## src/rtl/spi_dbuf_ctrl.sv

```systemverilog
module spi_dbuf_ctrl #(
  parameter int W = 8
) (
  input  logic         clk,
  input  logic         rst_n,
  input  logic         reg_sel,
  input  logic         reg_rd,
  input  logic         reg_wr,
  input  logic [W-1:0] reg_wdata,
  output logic [W-1:0] reg_rdata,
  input  logic         master,
  input  logic         irq_en,
  input  logic         glb_en,
  output logic         irq,
  output logic         sck_o,
  output logic         mosi_o,
  input  logic         miso_i,
  input  logic         sck_i,
  input  logic         ss_n_i,
  input  logic         mosi_i,
  output logic         miso_o,
  output logic         miso_oe
);
  localparam int CW   = $clog2(W);
  localparam int HALF = W / 2;

  logic [W-1:0]  sr, rxd, txb;
  logic [CW-1:0] bitcnt;
  logic [1:0]    ph;
  logic          samp, busy, spif, wcol, full, armed, dis, enh;
  logic [2:0]    sck_sy, ss_sy;
  logic [1:0]    mosi_sy;

  wire sck_s = sck_sy[1];
  wire sck_q = sck_sy[2];
  wire ss_s  = ss_sy[1];

  wire st_rd  = reg_rd & ~reg_sel;
  wire st_wr  = reg_wr & ~reg_sel;
  wire dt_wr  = reg_wr & reg_sel;
  wire dt_acc = reg_sel & (reg_rd | reg_wr);

  wire m_rise = master & busy & (ph == 2'd1);
  wire m_fall = master & busy & (ph == 2'd3);
  wire s_sel  = ~master & ~ss_s;
  wire s_rise = s_sel & sck_s & ~sck_q;
  wire s_fall = s_sel & ~sck_s & sck_q & busy;
  wire rise   = m_rise | s_rise;
  wire fall   = m_fall | s_fall;
  wire last   = fall & (bitcnt == CW'(W - 1));

  wire nwr  = dt_wr & ~enh & ~busy;
  wire coll = dt_wr & ~enh & busy;
  wire ld   = enh & full & (~busy | last);
  wire lden = busy & (bitcnt < CW'(HALF));

  wire [7:0] status = {spif, enh ? full : wcol, lden, 3'b000, dis, enh};

  assign reg_rdata = reg_sel ? rxd : W'(status);
  assign irq       = spif & irq_en & glb_en;
  assign sck_o     = master & busy & ph[1];
  assign mosi_o    = sr[W-1];
  assign miso_o    = sr[W-1];
  assign miso_oe   = ~master & ~ss_s & ~dis;

  always_ff @(posedge clk or negedge rst_n) begin
    if (!rst_n) begin
      sck_sy  <= '0;
      ss_sy   <= '1;
      mosi_sy <= '0;
    end else begin
      sck_sy  <= {sck_sy[1:0], sck_i};
      ss_sy   <= {ss_sy[1:0], ss_n_i};
      mosi_sy <= {mosi_sy[0], mosi_i};
    end
  end

  always_ff @(posedge clk or negedge rst_n) begin
    if (!rst_n) begin
      sr     <= '0;
      rxd    <= '0;
      bitcnt <= '0;
      ph     <= '0;
      samp   <= 1'b0;
      busy   <= 1'b0;
    end else begin
      if (master & busy) ph <= ph + 2'd1;
      if (rise) samp <= master ? miso_i : mosi_sy[1];
      if (s_rise & ~busy) busy <= 1'b1;
      if (fall) begin
        sr     <= {sr[W-2:0], samp};
        bitcnt <= bitcnt + CW'(1);
      end
      if (last) begin
        rxd  <= {sr[W-2:0], samp};
        busy <= 1'b0;
      end
      if (~master & ss_s) begin
        busy   <= 1'b0;
        bitcnt <= '0;
      end
      if (nwr) begin
        sr <= reg_wdata;
        if (master) begin
          busy   <= 1'b1;
          ph     <= '0;
          bitcnt <= '0;
        end
      end
      if (ld) begin
        sr     <= txb;
        bitcnt <= '0;
        if (master) begin
          busy <= 1'b1;
          ph   <= '0;
        end
      end
    end
  end

  always_ff @(posedge clk or negedge rst_n) begin
    if (!rst_n) begin
      spif  <= 1'b0;
      wcol  <= 1'b0;
      full  <= 1'b0;
      armed <= 1'b0;
      dis   <= 1'b0;
      enh   <= 1'b0;
      txb   <= '0;
    end else begin
      if (st_rd) armed <= 1'b1;
      else if (dt_acc) armed <= 1'b0;
      if (dt_acc & armed) begin
        spif <= 1'b0;
        if (~enh) wcol <= 1'b0;
      end
      if (last) spif <= 1'b1;
      if (coll) wcol <= 1'b1;
      if (ld) full <= 1'b0;
      if (dt_wr & enh) begin
        txb  <= reg_wdata;
        full <= 1'b1;
      end
      if (st_wr) begin
        dis <= reg_wdata[1];
        enh <= reg_wdata[0];
      end
    end
  end
endmodule

```

## config.mk

```make
export PLATFORM = sky130hd
export DESIGN_NAME = spi_dbuf_ctrl
export DESIGN_NICKNAME = d
export VERILOG_FILES = /design/src/rtl/spi_dbuf_ctrl.sv
export SDC_FILE = /design/constraint.sdc
export NUM_CORES = 1
export LEC_CHECK = 0
export BUFFER_PORTS_ARGS = -buffer_cell sky130_fd_sc_hd__buf_4
export CAP_MARGIN = 20
export CORE_MARGIN = 5
export CORE_UTILIZATION = 55
export DETAILED_ROUTE_END_ITERATION = 6
export PLACE_DENSITY = 0.78
export SYNTH_ARGS = -nofsm -noshare
export SYNTH_HDL_FRONTEND = slang
export SYNTH_SLANG_ARGS = --single-unit
```

## constraint.sdc

```tcl
create_clock -name clk -period 2.5 [get_ports clk]
set_input_delay 0.5 -clock clk [delete_from_list [all_inputs] [get_ports clk]]
set_output_delay 0.5 -clock clk [all_outputs]
set_load 0.01 [all_outputs]
```

==> reports/summary.txt <==
sequential area share after synthesis - 52.5%
routed vias - 1407
Fmax - 500 MHz
Crit. End Element - output pin
Initial DRT Pass Iterations - 4
gpl congestion - 0.813
Yosys reg bits - 44
Max Slew Vio Count - 0
clk_lat worst skew - 0.31 ns
Worst Path Max Fanout - 12
# hold bufs at CTS - 0
Max Cap Violations - 0
clock slew at reported path FFs - 0.09 ns
Hold Slack - 0.176 ns
syn avg cell area - 12.2 um2
post-route ant nets - 0
Mapped Nets - 197
first-pass GRT wire length - 7.16 mm
Critical Path AT - 1.50 ns
synthesized area - 0.00210 mm2
pre-CTS WS - 0.418 ns
H-tree depth - 2
Peak VDD IR - 0.000595 V
detailed placement HPWL - 3.08 mm
Worst-Margin Slew - 0.919 ns
final worst slack - 0.499 ns
I/O pins - 33
Antenna diodes - 0
Final Hold Fails - 0
CP Data Required Time - 2.00 ns
CP delay by family, top - flip-flops
largest net degree at the start of global routing - 45
Yosys warning count - 0
vias in the first global route - 1461
Post-Route Utilization - 66.2%
dpl cells - 245
RSZ-0062 raised after global routing - false
setup violators final - 0
Setup Fix Bufs, Post-CTS - 0
largest family of logic cells by synthesized area - multiplexers
Layout Area Growth over Synthesis - 16.2%
setup_tns - 0 ns
GRT Util Overall - 18.1%
power after layout - 1.99 mW
fin area - 0.00244 mm2
min-delay worst type - primary input to async pin
DRC Markers - 0
core area - 0.00369 mm2
die span in y - 71.8 um
I/O Buffers - 32
Slowest-stage cell, CP - dfrtp_1
worst path buffer plus inverter count - 2
Worst path max stage delay - 0.60 ns
Rows - 22
crit-path cells - inv_1 -> o31ai_1 -> buf_4
Vias per Instance - 5.56
starting density of the core - 57.0%
Root Buffer - clkbuf_8
Post-Synth Simple-Gate Area - 10.4%
final worst path period share - 80.0%
GR Overflow Total - 0
initial antenna violation count - 0
CTS tree - done
placed cell areas - 0.00235 mm2
drt initial violations - 139
die boundary width - 71.8 um
Slew headroom - 38.7%
pwr dens - 815 mW/mm2
critical path startpoint category - flop
layout cell share with drive strength beyond 1 - 37.1%
WL per Instance - 16.9 um
final WL - 4.27 mm
mux cell area share after synthesis - 20.7%
Compound-Gate Fraction of Synth Area - 10.2%
die area - 0.00516 mm2
TritonCTS Buffers - 5
Final min period - 2.00 ns
Layout Skew - 0.00957 ns
clk sinks - 44
number of nets in the layout - 228
status - finished clean
Gate Count Post-Synth - 173
count of cell types in the netlist - 33
adder-cell share of the synthesized area - 2.38%
leak pwr - 1.23 nW
Crit Path Category - flop to output pin
buffer levels on the longest clock path - 2
post-route insts no fill - 253
Post-Synth XOR/XNOR Area - 0.417%
# resized after CTS - 0
## Yosys cell counts (all sizes together)
library cell,instances,area share (%)
nor4b,2,1.5
clkbuf,1,0.18
and3,1,0.30
o32ai,1,0.77
nor3,2,0.48
mux2i,12,5.7
inv,5,0.89
xor2,1,0.42
nand2b,2,0.60
dfstp,2,2.5
buf,7,2.4
nand2,22,3.9
o211ai,3,2.4
and2,5,1.5
o21ai,16,3.8
dfrtp,42,50
o31ai,2,0.71
and4bb,1,0.60
a21oi,3,0.71
a21bo,1,0.48
a21o,1,0.36
nand3,2,0.48
mux2,28,15
nor2,3,0.54
a31oi,2,0.60
and3b,1,0.42
o21a,1,0.36
ha,4,2.4
## power by group
| group | internal, mW | switching (mW) | leakage [nW] | total (mW) |
|---|---|---|---|---|
| clock network | 0.206 | 0.268 | 0.0491 | 0.473 |
| registers | 0.857 | 0.124 | 0.554 | 0.981 |
| logic | 0.264 | 0.273 | 0.623 | 0.537 |
| total | 1.33 | 0.665 | 1.23 | 1.99 |
## metal layers
layer / GRT usage [%] / vias up / part of all wire [%]
met5: 0 / - / 0
met1: 24.7 / 699 / 45
met2: 28.0 / 33 / 50
met3: 4.91 / 6 / 4.3
met4: 5.85 / 0 / 1.2
li1: - / 669 / -
## logic make-up (layout without fill, tap and decap cells)
| logic type | count (synthesis) | in the layout |
|---|---|---|
| flops | 44 | 44 |
| fa+ha+maj | 4 | 4 |
| buf+inv | 13 | 45 |
| compound gates | 30 | 30 |
| mux | 40 | 40 |
| xor+xnor | 1 | 1 |
| simple gates | 41 | 41 |
## worst register-to-register path: cells and delay by family, from the launching register on
| kind | cells | cell delay, ns |
|---|---|---|
| AOI/OAI and AO/OA | 2 | 1.05 |
| DFF | 1 | 0.46 |
| and+or+nand+nor | 1 | 0.26 |
## final timing paths
| kind | startpoint | endpoint | slack, ns | cells after the start |
|---|---|---|---|---|
| max in group asynchronous | rst_n | sr[5] | 1.95 | 1 |
| min in group clk | mosi_i | mosi_sy[0] | 0.29 | 1 |
| hold / removal | rst_n | bitcnt[1] | 0.18 | 1 |
| setup reg to reg | enh | sr[0] | 0.58 | 3 |
| hold reg to reg | sck_sy[0] | sck_sy[1] | 0.36 | 0 |
| setup / recovery | busy | reg_rdata[5] | 0.50 | 3 |
## registers in the layout (all words and copies together), names as in the netlist, named ones only
signal   flops
busy         1
rxd          8
armed        1
full         1
sck_sy       3
txb          8
ph           1
samp         1
enh          1
wcol         1
ss_sy        2
bitcnt       3
dis          1
spif         1
sr           8
mosi_sy      2
## area by class of cell
type | count | area, um2
Clock buffer | 5 | 68.8
Timing Repair Buffer | 32 | 240
Clock inverter | 3 | 26.3
Tap cell | 48 | 60.1
Multi-Input combinational cell | 116 | 926
Fill cell | 292 | 1240
Sequential cell | 44 | 1100
Inverter | 5 | 18.8
## layout by cell type (no fill, tap or decap)
cell / instances
and4bb_2: 1
o21ai_1: 9
and2_1: 5
a31oi_1: 2
inv_1: 5
o21a_1: 1
o211ai_1: 1
dfrtp_1: 42
dfstp_2: 2
mux2_2: 28
nor4b_4: 1
nor3_1: 2
clkbuf_8: 5
a21bo_2: 1
nand2_1: 22
buf_4: 32
o21ai_0: 7
and3b_1: 1
a21oi_1: 3
mux2i_1: 12
ha_1: 4
and3_1: 1
o211ai_4: 2
o32ai_2: 1
clkinv_4: 1
inv_6: 2
xor2_1: 1
nand3_1: 2
o31ai_1: 2
nand2b_1: 2
a21o_1: 1
nor4b_1: 1
nor2_1: 3
Note: power is estimated with default switching activity, not from simulation.
